===== src/rtl/nvw_pkg.sv =====
// Package: shared types for the nonvolatile write sequencer.
package nvw_pkg;
    // Phases of a nonvolatile write request.
    typedef enum logic [1:0] {
        NVW_IDLE    = 2'd0,
        NVW_ARMED   = 2'd1,
        NVW_WRITING = 2'd2
    } nvw_state_e;
endpackage


===== src/rtl/nvw_cycle_timer.sv =====
// Module: nvw_cycle_timer
// Counts the write cycle down from TICKS once it is loaded. 'last' is high in
// the final counted cycle. Assumes 'load' is given only while not running.
module nvw_cycle_timer #(
    parameter int TICKS = 250000,
    localparam int CNT_W = $clog2(TICKS + 1)
) (
    input  logic clk,
    input  logic rst_n,
    input  logic load,
    output logic running,
    output logic last
);
    logic [CNT_W-1:0] cnt;

    assign running = (cnt != '0);
    assign last    = (cnt == CNT_W'(1));

    // Load on request, then count down to zero.
    always_ff @(posedge clk) begin
        if (!rst_n)       cnt <= '0;
        else if (load)    cnt <= CNT_W'(TICKS);
        else if (running) cnt <= cnt - CNT_W'(1);
    end
endmodule


===== src/rtl/nvw_wiper_delay.sv =====
// Module: nvw_wiper_delay
// Holds an accepted wiper load and releases it as a one-cycle update, DELAY
// edges after the accepting edge. A new accept restarts the delay.
// Assumes DELAY >= 1.
module nvw_wiper_delay #(
    parameter int DELAY  = 8,
    parameter int POT_W  = 2,
    parameter int DATA_W = 6,
    localparam int CNT_W = $clog2(DELAY + 1)
) (
    input  logic              clk,
    input  logic              rst_n,
    input  logic              accept,
    input  logic [POT_W-1:0]  in_pot,
    input  logic [DATA_W-1:0] in_data,
    output logic              upd_valid,
    output logic [POT_W-1:0]  upd_pot,
    output logic [DATA_W-1:0] upd_data
);
    logic [CNT_W-1:0] cnt;

    // Capture the load value; it stays stable until the next accept.
    always_ff @(posedge clk) begin
        if (!rst_n) begin
            upd_pot  <= '0;
            upd_data <= '0;
        end else if (accept) begin
            upd_pot  <= in_pot;
            upd_data <= in_data;
        end
    end

    // Count the delay and pulse the update when it expires.
    always_ff @(posedge clk) begin
        if (!rst_n) begin
            cnt       <= '0;
            upd_valid <= 1'b0;
        end else begin
            upd_valid <= 1'b0;
            if (accept) begin
                cnt <= CNT_W'(DELAY);
            end else if (cnt == CNT_W'(1)) begin
                cnt       <= '0;
                upd_valid <= 1'b1;
            end else if (cnt != '0) begin
                cnt <= cnt - CNT_W'(1);
            end
        end
    end
endmodule


===== src/rtl/nvw_arm_ctrl.sv =====
// Module: nvw_arm_ctrl
// Holds the pending write request. A stop arms the write cycle and a start
// aborts the request. On the last timer cycle it issues the commit.
// Assumes the timer's 'last' is valid only in the WRITING state.
module nvw_arm_ctrl
    import nvw_pkg::*;
#(
    parameter int NUM_POTS = 4,
    parameter int REG_W    = 2,
    parameter int DATA_W   = 6,
    localparam int POT_W   = $clog2(NUM_POTS),
    localparam int VEC_W   = NUM_POTS * DATA_W
) (
    input  logic                clk,
    input  logic                rst_n,
    input  logic                req_valid,
    input  logic                req_global,
    input  logic [POT_W-1:0]    req_pot,
    input  logic [REG_W-1:0]    req_reg,
    input  logic [VEC_W-1:0]    req_data,
    input  logic                start_evt,
    input  logic                stop_evt,
    input  logic                tmr_last,
    output logic                launch,
    output logic                busy,
    output logic                commit_valid,
    output logic [NUM_POTS-1:0] commit_mask,
    output logic [REG_W-1:0]    commit_reg,
    output logic [VEC_W-1:0]    commit_data
);
    nvw_state_e       state;
    logic             pend_glob;
    logic [POT_W-1:0] pend_pot;
    logic             capture;

    assign launch  = (state == NVW_ARMED) && stop_evt;
    assign capture = req_valid && ((state == NVW_IDLE) ||
                     ((state == NVW_ARMED) && !stop_evt));
    assign busy    = (state == NVW_WRITING);

    // Phase sequencing: arm on request, write on stop, drop on start.
    always_ff @(posedge clk) begin
        if (!rst_n) begin
            state <= NVW_IDLE;
        end else begin
            unique case (state)
                NVW_IDLE:    if (req_valid) state <= NVW_ARMED;
                NVW_ARMED:   if (stop_evt) state <= NVW_WRITING;
                             else if (start_evt && !req_valid) state <= NVW_IDLE;
                NVW_WRITING: if (tmr_last) state <= NVW_IDLE;
                default:     state <= NVW_IDLE;
            endcase
        end
    end

    // Latch the newest request; hold it through the write cycle.
    always_ff @(posedge clk) begin
        if (!rst_n) begin
            pend_glob   <= 1'b0;
            pend_pot    <= '0;
            commit_reg  <= '0;
            commit_data <= '0;
        end else if (capture) begin
            pend_glob   <= req_global;
            pend_pot    <= req_pot;
            commit_reg  <= req_reg;
            commit_data <= req_data;
        end
    end

    // One-cycle commit on the edge that ends the write cycle.
    always_ff @(posedge clk) begin
        if (!rst_n) commit_valid <= 1'b0;
        else        commit_valid <= busy && tmr_last;
    end

    // Per-pot write enable: every pot for global, otherwise the selected one.
    for (genvar k = 0; k < NUM_POTS; k++) begin : g_mask
        assign commit_mask[k] = pend_glob || (pend_pot == POT_W'(k));
    end
endmodule


===== src/rtl/nvw_busy_seq.sv =====
// Module: nvw_busy_seq (top)
// Sequences nonvolatile writes after the closing stop. It refuses address
// bytes and gates the decoder while busy, and it delays wiper loads.
// Assumes start/stop/strobe inputs are single-cycle, synchronous events.
module nvw_busy_seq #(
    parameter int NUM_POTS   = 4,
    parameter int REG_W      = 2,
    parameter int DATA_W     = 6,
    parameter int WR_TICKS   = 250000,
    parameter int LOAD_TICKS = 8,
    localparam int POT_W     = $clog2(NUM_POTS),
    localparam int VEC_W     = NUM_POTS * DATA_W
) (
    input  logic                clk,
    input  logic                rst_n,
    input  logic                req_valid,
    input  logic                req_global,
    input  logic [POT_W-1:0]    req_pot,
    input  logic [REG_W-1:0]    req_reg,
    input  logic [VEC_W-1:0]    req_data,
    input  logic                start_evt,
    input  logic                stop_evt,
    input  logic                addr_strobe,
    input  logic                wload_valid,
    input  logic [POT_W-1:0]    wload_pot,
    input  logic [DATA_W-1:0]   wload_data,
    output logic                ack_en,
    output logic                cmd_en,
    output logic                busy,
    output logic                commit_valid,
    output logic [NUM_POTS-1:0] commit_mask,
    output logic [REG_W-1:0]    commit_reg,
    output logic [VEC_W-1:0]    commit_data,
    output logic                wiper_upd_valid,
    output logic [POT_W-1:0]    wiper_upd_pot,
    output logic [DATA_W-1:0]   wiper_upd_data
);
    logic launch;
    logic tmr_running;
    logic tmr_last;
    logic busy_i;

    // Bus-facing gating: refuse addresses and hold off the decoder while busy.
    assign busy   = busy_i;
    assign cmd_en = !busy_i;
    assign ack_en = addr_strobe && !busy_i;

    nvw_arm_ctrl #(
        .NUM_POTS(NUM_POTS), .REG_W(REG_W), .DATA_W(DATA_W)
    ) u_arm (
        .clk(clk), .rst_n(rst_n),
        .req_valid(req_valid && !busy_i), .req_global(req_global),
        .req_pot(req_pot), .req_reg(req_reg), .req_data(req_data),
        .start_evt(start_evt), .stop_evt(stop_evt),
        .tmr_last(tmr_last && tmr_running),
        .launch(launch), .busy(busy_i),
        .commit_valid(commit_valid), .commit_mask(commit_mask),
        .commit_reg(commit_reg), .commit_data(commit_data)
    );

    nvw_cycle_timer #(.TICKS(WR_TICKS)) u_tmr (
        .clk(clk), .rst_n(rst_n), .load(launch),
        .running(tmr_running), .last(tmr_last)
    );

    nvw_wiper_delay #(
        .DELAY(LOAD_TICKS), .POT_W(POT_W), .DATA_W(DATA_W)
    ) u_wdly (
        .clk(clk), .rst_n(rst_n),
        .accept(wload_valid && !busy_i),
        .in_pot(wload_pot), .in_data(wload_data),
        .upd_valid(wiper_upd_valid), .upd_pot(wiper_upd_pot),
        .upd_data(wiper_upd_data)
    );
endmodule


===== config.mk =====
export PLATFORM = sky130hd
export DESIGN_NAME = nvw_busy_seq
export DESIGN_NICKNAME = d
export VERILOG_FILES = /design/src/rtl/nvw_pkg.sv /design/src/rtl/nvw_cycle_timer.sv /design/src/rtl/nvw_wiper_delay.sv /design/src/rtl/nvw_arm_ctrl.sv /design/src/rtl/nvw_busy_seq.sv
export SDC_FILE = /design/constraint.sdc
export NUM_CORES = 1
export LEC_CHECK = 0
export BUFFER_PORTS_ARGS = -buffer_cell sky130_fd_sc_hd__buf_2
export CELL_PAD_IN_SITES_DETAIL_PLACEMENT = 1
export CELL_PAD_IN_SITES_GLOBAL_PLACEMENT = 1
export CORE_AREA = 2 2 86 88
export DETAILED_ROUTE_END_ITERATION = 7
export DIE_AREA = 0 0 88 90
export HOLD_SLACK_MARGIN = 0.06
export PLACE_DENSITY_LB_ADDON = 0.2
export SETUP_SLACK_MARGIN = 0.5
export SKIP_LAST_GASP = 1
export SYNTH_ARGS = -nofsm -noshare
export SYNTH_HDL_FRONTEND = slang
export SYNTH_SLANG_ARGS = --single-unit

===== constraint.sdc =====
create_clock -name clk -period 4.85 [get_ports clk]
set_input_delay 1.455 -clock clk [delete_from_list [all_inputs] [get_ports clk]]
set_output_delay 1.455 -clock clk [all_outputs]
set_load 0.05 [all_outputs]

==> results.py, run 1 <==
metrics = {
    "run_status": {
        "outcome": "finished clean",
    },
    "floorplan": {
        "floorplan.core_area_um2": 7020,
        "i_o_pins": 87,
        "die_height_um": 90,
        "design.die.area_um2": 7920,
        "floorplan.die.width_um": 88,
        "initial_standard_cell_utilization_of_the_core": 0.380,
        "rows": 31,
    },
    "layout": {
        "drive_above_1_share": 0.253,
        "fin_util": 0.474,
        "final_common_cell": "buf_2",
        "most-common-layout-cells": "buf_2, nand2_1, dfxtp_1",
        "largest_reg_flops": 24,
        "reg_top3": "u_arm.commit_data x24, u_tmr.cnt x18, u_wdly.upd_data x6",
        "largest-register": "u_arm.commit_data",
        "finalNetCount": 459,
        "flow.area_growth_from_synthesis_pct": 24.8,
        "fill_cells": 906,
        "antenna-diode-count": 0,
    },
    "worst_setup_path": {
        "setup.worst_path.class": "in -> out",
        "crit_path_frequent_cell": "buf_2",
        "timing.critical_path.slowest_stage_cell": "buf_2",
        "timing.critical_path.from_type": "input port",
        "path_cells": "buf_2, and2_1, buf_2",
        "critical_path.max_fanout": 1,
        "critPathArrivalTime_ns": 1.90,
        "critical_path_required_ns": 3.39,
        "slowest_delay_ns": 0.26,
        "crit_path_end_kind": "primary output",
    },
    "synth": {
        "area_share_of_and_or_nand_nor_cells_after_synthesis": 0.284,
        "synthCells": 330,
        "synth_compound_gate_area_share": 0.171,
        "post_synth_instance_area_um2": 2670,
        "post_synth_num_cell_types": 38,
        "ys_seq_area_frac": 0.473,
        "yosysWarnings": 0,
        "yosys.area_share.adder": 0.0235,
        "synth-seq-cells": 63,
        "postSynthAreaPerCell_um2": 8.08,
        "synth-xor-area-share": 0.00328,
        "synth_top_family_by_area": "simple AND/OR/NAND/NOR gates",
        "synth.mux.area_fraction": 0.00750,
        "post_syn_nets": 379,
    },
    "global_routing": {
        "met2_usage": 0.344,
        "top_usage_layer": "met2",
        "antenna_found_initial": 0,
        "use_met1": 0.218,
        "groute.usage.overall": 0.193,
        "first_global_vias": 2598,
        "globalRouteMet3Util": 0.0404,
        "largest_net_degree_at_the_start_of_global_routing": 36,
        "grt_overflow": 0,
        "grt_first_pass_wirelength_um": 12100,
    },
    "power": {
        "peakVddDrop_mv": 0.289,
        "netSwitchingFraction": 0.402,
        "switchingPower_uw": 693,
        "powerDensity_nw_per_um2": 518,
        "share_comb_of_total_power": 0.371,
        "cellLeakagePower_uw": 0.00146,
        "power_frac_seq": 0.389,
        "design_power_total_uw": 1720,
        "cell_internal_pwr_uw": 1030,
        "power.share.clock": 0.240,
    },
    "route": {
        "drcViolationCount": 0,
        "routed_wirelength_um": 7290,
        "drt_iter0_drc": 63,
        "drt-vias-per-instance": 5.10,
        "antenna_left": 0,
        "detailedRoute.firstPassIterationCount": 4,
        "dr_total_vias": 2621,
        "drt-wirelength-per-cell_um": 14.2,
    },
    "place": {
        "detailed_place_hpwl_um": 5130,
        "finalWeightedCongestion": 0.804,
        "port_buffers": 86,
    },
    "sta": {
        "slew-limit-headroom": 0.283,
        "max_clock_freq_mhz": 298,
        "count_of_pins_over_their_slew_limit": 0,
        "min_period_ns": 3.35,
        "worst_slew_pin_slew_ns": 1.07,
        "layout_worst_path_cycle_share": 0.691,
        "rsz0062_at_grt": "false",
        "skew_ns": 0.0112,
        "timing.setup.tns_ns": 0,
        "finalHoldViolations": 0,
        "report.final.setup_viol": 0,
    },
    "clocking": {
        "cts.sinks": 63,
        "cts-htree-levels": 3,
        "cts.hold.buffers_added": 0,
        "ctsResizeCount": 0,
        "cts-buffers-inserted": 9,
        "root_buffer": "clkbuf_8",
        "cts_tree": "yes",
        "clockBufferDepth": 2,
        "path_clk_slew_ns": 0.06,
        "worst_skew_pair.late_latency_ns": 0.34,
        "cts.repair_timing.setup_buffer_count": 0,
    },
    "hold_path": {
        "worst_hold_path_type": "reg -> reg",
    },
    "flow_run": {
        "drv.max_cap_violation_count": 0,
    },
}
==> power groups by stage <==
stage	clock (uW)	combinational (uW)	sequential, uW
final	413	639	671
after global routing	450	711	685
after CTS	427	646	671
after detailed placement	0	640	681
after global placement	0	627	676
after floorplan	0	455	727
==> cell families after synthesis <==
kind of cell	count (synthesis)
simple gates	154
compound gates	80
flops	63
buf+inv	25
fa+ha+maj	5
mux	2
xor+xnor	1
==> cells in the mapped netlist <==
cell | instances | area (um^2)
a211oi_1 | 3 | 22.5
a21o_1 | 2 | 15.0
a21oi_1 | 50 | 250
a311oi_1 | 1 | 8.76
a31oi_1 | 4 | 25.0
and2_1 | 2 | 12.5
and3b_1 | 1 | 8.76
and4_1 | 3 | 26.3
buf_2 | 1 | 5.00
buf_6 | 1 | 11.3
clkbuf_1 | 16 | 60.1
dfxtp_1 | 63 | 1260
ha_1 | 5 | 62.6
inv_1 | 7 | 26.3
mux2i_1 | 2 | 20.0
nand2_1 | 78 | 293
nand2b_1 | 5 | 31.3
nand3_1 | 11 | 55.1
nand3b_1 | 2 | 15.0
nor2_1 | 9 | 33.8
nor2b_1 | 2 | 12.5
nor3_1 | 11 | 55.1
nor3b_1 | 1 | 7.51
nor4_1 | 9 | 56.3
nor4_2 | 1 | 12.5
o211ai_1 | 1 | 7.51
o21ai_0 | 7 | 35.0
o21ai_1 | 1 | 5.00
o21bai_1 | 2 | 15.0
o311a_1 | 1 | 10.0
o311ai_0 | 1 | 8.76
o31ai_1 | 7 | 52.6
or3_1 | 10 | 62.6
or3_4 | 1 | 11.3
or3b_2 | 1 | 8.76
or4_1 | 6 | 45.0
or4b_2 | 1 | 10.0
xnor2_1 | 1 | 8.76
==> layer usage <==
| metal | vias up | wire length [um] |
|---|---|---|
| met5 | - | 0 |
| met4 | 0 | 139 |
| met3 | 13 | 274 |
| met2 | 47 | 3770 |
| met1 | 1239 | 3110 |
| li1 | 1322 | - |
==> layout make-up <==
| class | instances | area [um^2] | area share |
|---|---|---|---|
| Clock inverter | 3 | 17.5 | 0.00526 |
| Timing Repair Buffer | 87 | 438 | 0.132 |
| Tap cell | 99 | 124 | 0.0372 |
| Inverter | 7 | 26.3 | 0.00789 |
| Sequential cell | 63 | 1260 | 0.379 |
| Clock buffer | 13 | 159 | 0.0477 |
| Multi-Input combinational cell | 242 | 1300 | 0.392 |
==> metrics by stage <==
stage	worst slack (ns)	cells	cell area, um^2	hold WS [ns]
floorplan	1.53	330	2670	0.445
global placement	1.52	498	3150	0.440
detailed placement	1.49	498	3150	0.445
CTS	1.49	514	3330	0.454
global route	1.48	514	3330	0.467
finish	1.50	514	3330	0.451
==> path summary, 6_finish.rpt <==
check,start,to,cells past startpoint,slack [ns]
min,u_wdly.upd_pot[1],u_wdly.upd_pot[1],2,0.45
min reg2reg,u_wdly.upd_pot[1],u_wdly.upd_pot[1],2,0.45
max reg2reg,u_tmr.cnt[0],u_tmr.cnt[12],6,2.58
max,addr_strobe,ack_en,3,1.50
==> critical path, delay by kind of cell <==
family	cells	cell delay, ns
buffers and inverters	2	0.33
AND/OR/NAND/NOR	1	0.11
Note: power is estimated with default switching activity, not from simulation.
==> run 2, diff against run 1 <==
CORE_AREA = 2 2 90 92   (was 2 2 86 88)
DIE_AREA = 0 0 92 94   (was 0 0 88 90)
clock period = 3.3 ns   (was 4.85 ns; I/O delays follow)
==> run 2 against run 1 <==
First-iteration DRC count grew 65%. Sequential share of layout area shrank 0.17 points. Die area grew 9.2%. Clock skew shrank 0.0037 ns. Routed wire length shrank 1.2%. Largest cell class unchanged.
==> results.py, run 2 (synthesis results as in run 1) <==
metrics = {
    "floorplan": {
        "initial_standard_cell_utilization_of_the_core": 0.351,
        "i_o_pins": 87,
        "rows": 32,
        "floorplan.die.width_um": 92,
        "design.die.area_um2": 8650,
        "floorplan.core_area_um2": 7610,
        "die_height_um": 94,
    },
    "route": {
        "drt-vias-per-instance": 5.08,
        "detailedRoute.firstPassIterationCount": 4,
        "drt-wirelength-per-cell_um": 13.9,
        "antenna_left": 0,
        "dr_total_vias": 2635,
        "routed_wirelength_um": 7210,
        "drcViolationCount": 0,
        "drt_iter0_drc": 104,
    },
    "layout": {
        "finalNetCount": 461,
        "flow.area_growth_from_synthesis_pct": 25.4,
        "final_cell_count_no_fill": 519,
        "fill_cells": 961,
        "largest-register": "u_arm.commit_data",
        "drive_above_1_share": 0.261,
        "reg_top3": "u_arm.commit_data x24, u_tmr.cnt x18, u_wdly.upd_data x6",
        "most-common-layout-cells": "buf_2, nand2_1, dfxtp_1",
        "final_common_cell": "buf_2",
        "largest_reg_flops": 24,
        "antenna-diode-count": 0,
        "final_area_um2": 3340,
    },
    "sta": {
        "timing.setup.tns_ns": 0,
        "skew_ns": 0.00743,
        "min_period_ns": 2.57,
        "report.final.setup_viol": 0,
        "layout_worst_path_cycle_share": 0.780,
        "max_clock_freq_mhz": 389,
        "count_of_pins_over_their_slew_limit": 0,
        "slew-limit-headroom": 0.471,
        "worst_slew_pin_slew_ns": 0.787,
        "finalHoldViolations": 0,
        "rsz0062_at_grt": "false",
        "whs_ns": 0.451,
    },
    "global_routing": {
        "groute.usage.overall": 0.173,
        "globalRouteMet3Util": 0.0345,
        "met2_usage": 0.284,
        "grt_first_pass_wirelength_um": 12000,
        "top_usage_layer": "met2",
        "first_global_vias": 2518,
        "antenna_found_initial": 0,
        "grt_overflow": 0,
        "largest_net_degree_at_the_start_of_global_routing": 31,
        "use_met1": 0.217,
    },
    "clocking": {
        "cts.hold.buffers_added": 0,
        "clockBufferDepth": 2,
        "cts.repair_timing.setup_buffer_count": 0,
        "ctsResizeCount": 0,
        "path_clk_slew_ns": 0.07,
        "cts_tree": "yes",
        "cts-htree-levels": 3,
        "cts-buffers-inserted": 9,
        "cts.sinks": 63,
        "worst_skew_pair.late_latency_ns": 0.33,
        "root_buffer": "clkbuf_8",
    },
    "place": {
        "port_buffers": 86,
        "finalWeightedCongestion": 0.793,
        "detailed_place_hpwl_um": 5160,
        "placed_area_um2": 3170,
        "place.detailed.instances": 503,
    },
    "worst_setup_path": {
        "reg2reg_depth": 6,
        "crit_path_end_kind": "primary output",
        "worst_path_dominant_cell_family": "simple AND/OR/NAND/NOR gates",
        "critPathArrivalTime_ns": 1.58,
        "timing.critical_path.slowest_stage_cell": "nand2b_1",
        "timing.critical_path.from_type": "flip-flop",
        "setup.worst_path.class": "reg -> out",
        "ff2ff_setup_slack_ns": 1.13,
        "critical_path_required_ns": 2.31,
        "worst_reg2reg_endpoint": "u_tmr.cnt[12]",
        "slowest_delay_ns": 0.41,
        "critical_path.max_fanout": 12,
        "worstPathBufferInverterCount": 1,
        "path_cells": "nand2b_1, and2_1, buf_2",
        "critical_path.reg2reg.startpoint": "u_tmr.cnt[0]",
        "worstSetupPathDepth": 3,
    },
    "run_status": {
        "outcome": "finished clean",
    },
    "power": {
        "peakVddDrop_mv": 0.217,
        "powerDensity_nw_per_um2": 752,
        "cellLeakagePower_uw": 0.00147,
    },
    "hold_path": {
        "hold-path-cell-count": 2,
        "worstHoldEndpoint": "u_arm.commit_reg[0]",
        "hold_start": "u_arm.commit_reg[0]",
        "worst_hold_path_type": "reg -> reg",
    },
    "flow_run": {
        "drv.max_cap_violation_count": 0,
    },
}
[run 2: cell count changes in the layout (fill, tap and decap cells not counted)]
| cell | before | now |
|---|---|---|
| buf_4 | 1 | 3 |
| clkbuf_1 | 2 | 0 |
| clkbuf_8 | 11 | 9 |
| clkinv_4 | 0 | 2 |
| clkinv_2 | 2 | 3 |
| inv_6 | 0 | 1 |
[run 2: power breakdown]
group	internal (uW)	leakage, uW	switching (uW)
registers	873	0.000518	112
clock network	273	0.0000894	318
logic	332	0.000861	608
total	1480	0.00147	1040
[run 2: how the worst max path moves through the flow]
stage	to	from	slack (ns)
after detailed placement	ack_en	addr_strobe	0.87
after global routing	ack_en	u_arm.state[0]	0.59
after CTS	ack_en	u_arm.state[0]	0.68
after floorplan	ack_en	u_arm.state[0]	0.67
after global placement	ack_en	addr_strobe	0.89
final	ack_en	u_arm.state[0]	0.73
[run 2: area by class of cell]
class	count	area (um^2)	area share
Clock buffer	9	124	0.0370
Clock inverter	7	48.8	0.0146
Inverter	7	26.3	0.00786
Multi-Input combinational cell	242	1300	0.390
Sequential cell	63	1260	0.377
Tap cell	102	128	0.0382
Timing Repair Buffer	89	453	0.135
[run 2: stage by stage]
step                 util  setup slack, ns  power, uW
floorplan               -            0.668       1740
detailed placement  0.417            0.865       1940
global route        0.440            0.587       2720
global placement    0.417            0.889       1920
finish              0.440            0.727       2520
CTS                 0.440            0.675       2540
[run 2: worst min-delay path, stage by stage (launching register included)]
cell and delay [ns]:
dfxtp_1 0.31, nand2_1 0.05, a21oi_1 0.05
[run 2: routing by layer]
layer	routed length, um	vias to the layer above	share of wire
met5	0	-	0
met4	146	0	0.020
met3	371	12	0.051
met2	3370	63	0.47
met1	3320	1229	0.46
li1	-	1331	-
==> run 3, diff against run 2 <==
clock period = 2.4 ns   (was 3.3 ns; I/O delays follow)
==> run 3 against run 2 <==
Sequential power grew 41%. Clock skew shrank 0.0015 ns. Register-to-register slack got worse by 0.64 ns. Clock power increased by 79%. Core utilization grew 3.6 points. Final cell count increased by 1.5%. Combinational power is 76% higher. Via count is 3.1% higher. First-iteration DRC count down 42%. Power is 63% higher.
==> results.py, run 3 (synthesis results as in run 1) <==
metrics = {
    "worst_setup_path": {
        "worst_path_dominant_cell_family": "simple AND/OR/NAND/NOR gates",
        "ff2ff_setup_slack_ns": 0.49,
        "worst_reg2reg_endpoint": "u_tmr.cnt[15]",
        "critical_path.reg2reg.startpoint": "u_tmr.cnt[8]",
        "slowest_delay_ns": 0.55,
        "reg2reg_depth": 4,
        "crit_path_end_kind": "flip-flop",
        "path_cells": "nor3_1, nand3_2, or4_1, a31oi_1",
        "timing.critical_path.slowest_stage_cell": "or4_1",
        "critical_path.max_fanout": 7,
        "worstSetupPathDepth": 4,
        "timing.critical_path.from_type": "flip-flop",
        "critPathArrivalTime_ns": 2.17,
        "setup.worst_path.class": "reg -> reg",
        "critical_path_required_ns": 2.66,
        "worstPathBufferInverterCount": 0,
    },
    "global_routing": {
        "grt_overflow": 0,
        "grt_first_pass_wirelength_um": 12400,
        "antenna_found_initial": 0,
        "first_global_vias": 2596,
        "largest_net_degree_at_the_start_of_global_routing": 30,
        "groute.usage.overall": 0.178,
    },
    "clocking": {
        "path_clk_slew_ns": 0.07,
        "worst_skew_pair.late_latency_ns": 0.33,
        "cts_tree": "yes",
        "root_buffer": "clkbuf_8",
        "cts-htree-levels": 3,
        "cts.hold.buffers_added": 0,
        "cts-buffers-inserted": 9,
        "clockBufferDepth": 2,
        "cts.sinks": 63,
    },
    "sta": {
        "timing.setup.tns_ns": 0,
        "layout_worst_path_cycle_share": 0.796,
        "rsz0062_at_grt": "true",
        "min_period_ns": 1.91,
        "max_clock_freq_mhz": 523,
        "finalHoldViolations": 0,
        "count_of_pins_over_their_slew_limit": 0,
        "report.final.setup_viol": 0,
        "skew_ns": 0.00593,
        "slew-limit-headroom": 0.613,
        "worst_slew_pin_slew_ns": 0.575,
    },
    "layout": {
        "fill_cells": 954,
        "final_common_cell": "buf_2",
        "finalNetCount": 469,
        "antenna-diode-count": 0,
        "most-common-layout-cells": "buf_2, nand2_1, dfxtp_1",
        "reg_top3": "u_arm.commit_data x24, u_tmr.cnt x18, u_wdly.upd_data x6",
        "final_cell_count_no_fill": 527,
        "largest_reg_flops": 24,
        "flow.area_growth_from_synthesis_pct": 35.6,
        "drive_above_1_share": 0.322,
        "largest-register": "u_arm.commit_data",
    },
    "power": {
        "switchingPower_uw": 1610,
        "power_frac_seq": 0.338,
        "share_comb_of_total_power": 0.404,
        "netSwitchingFraction": 0.392,
        "power.share.clock": 0.258,
        "cellLeakagePower_uw": 0.00156,
        "cell_internal_pwr_uw": 2490,
        "peakVddDrop_mv": 0.538,
        "powerDensity_nw_per_um2": 1130,
    },
    "hold_path": {
        "hold_start": "u_arm.commit_data[3]",
        "hold-path-cell-count": 2,
        "worst_hold_path_type": "reg -> reg",
        "worstHoldEndpoint": "u_arm.commit_data[3]",
    },
    "floorplan": {
        "initial_standard_cell_utilization_of_the_core": 0.351,
        "i_o_pins": 87,
        "design.die.area_um2": 8650,
        "die_height_um": 94,
        "floorplan.core_area_um2": 7610,
        "rows": 32,
        "floorplan.die.width_um": 92,
    },
    "place": {
        "place.detailed.instances": 508,
        "port_buffers": 86,
        "detailed_place_hpwl_um": 5510,
        "finalWeightedCongestion": 0.809,
    },
    "route": {
        "routed_wirelength_um": 7790,
        "detailedRoute.firstPassIterationCount": 4,
        "antenna_left": 0,
        "dr_total_vias": 2718,
        "drt-wirelength-per-cell_um": 14.8,
        "drt_iter0_drc": 60,
        "drt-vias-per-instance": 5.16,
        "drcViolationCount": 0,
    },
    "flow_run": {
        "drv.max_cap_violation_count": 0,
    },
    "run_status": {
        "outcome": "finished clean",
    },
}
==> run 3: cell count changes in the layout (fill, tap and decap cells not counted), moves of 3 or more <==
cell	delta
buf_4	+9
buf_2	-4
dfxtp_1	-4
dfxtp_2	+3
inv_1	-3
inv_2	+3
nor3_1	-3
==> run 3: metal layers <==
metal | vias up | GRT usage | wire length, um | share of wire
met4 | 0 | 0.0672 | 61 | 0.0078
met5 | - | 0 | 0 | 0
met3 | 4 | 0.0273 | 301 | 0.039
li1 | 1339 | - | - | -
met1 | 1311 | 0.225 | 3460 | 0.44
met2 | 64 | 0.306 | 3970 | 0.51
==> run 3: layout make-up <==
cell class | count | area [um^2] | area share
Clock buffer | 11 | 151 | 0.0419
Clock inverter | 5 | 80.1 | 0.0221
Inverter | 7 | 26.3 | 0.00726
Multi-Input combinational cell | 242 | 1420 | 0.392
Sequential cell | 63 | 1270 | 0.351
Tap cell | 102 | 128 | 0.0353
Timing Repair Buffer | 97 | 547 | 0.151
==> run 3: tightest hold or removal path: cells and delay by family (launching register included) <==
kind            cells  cell delay [ns]
compound gates      1             0.05
flops               1             0.31
simple gates        1             0.05
==> run 3: worst max path at each step <==
stage,slack (ns),startpoint,to
final,0.49,u_tmr.cnt[8],u_tmr.cnt[15]
after global routing,0.42,u_tmr.cnt[4],u_tmr.cnt[15]
after CTS,0.44,u_arm.state[1],ack_en
after detailed placement,0.32,u_tmr.cnt[0],u_tmr.cnt[15]
after global placement,0.44,u_tmr.cnt[0],u_tmr.cnt[15]
after floorplan,0.51,u_tmr.cnt[12],u_tmr.cnt[1]
==> run 3: through the flow <==
stage / setup WS, ns / total power (uW) / area, um^2 / utilization / hold WS (ns)
4_1_cts: 0.443 / 3910 / 3510 / 0.462 / 0.454
3_5_place_dp: 0.316 / 2750 / 3220 / 0.424 / 0.444
3_3_place_gp: 0.437 / 2700 / 3220 / 0.424 / 0.439
6_report: 0.489 / 4100 / 3620 / 0.475 / 0.451
5_1_grt: 0.422 / 4360 / 3620 / 0.475 / 0.474
2_1_floorplan: 0.509 / 2410 / 2680 / - / 0.445
==> run 3: what timing repair did <==
| item | in CTS | in global routing |
|---|---|---|
| endpoints found under the hold margin | 0 | 0 |
| gates cloned | 0 | 0 |
| endpoints found under the setup margin | 17 | 20 |
| setup buffers | 0 | 3 |
| pin swaps | 0 | 3 |
| gates resized for setup | 15 | 22 |
==> run 3: power by group through the flow <==
stage          clock network (uW)  registers, uW  logic, uW
2_1_floorplan                   0           1470        943
3_3_place_gp                    0           1370       1330
3_5_place_dp                    0           1380       1370
4_1_cts                      1090           1360       1470
5_1_grt                      1130           1410       1820
6_report                     1060           1390       1650
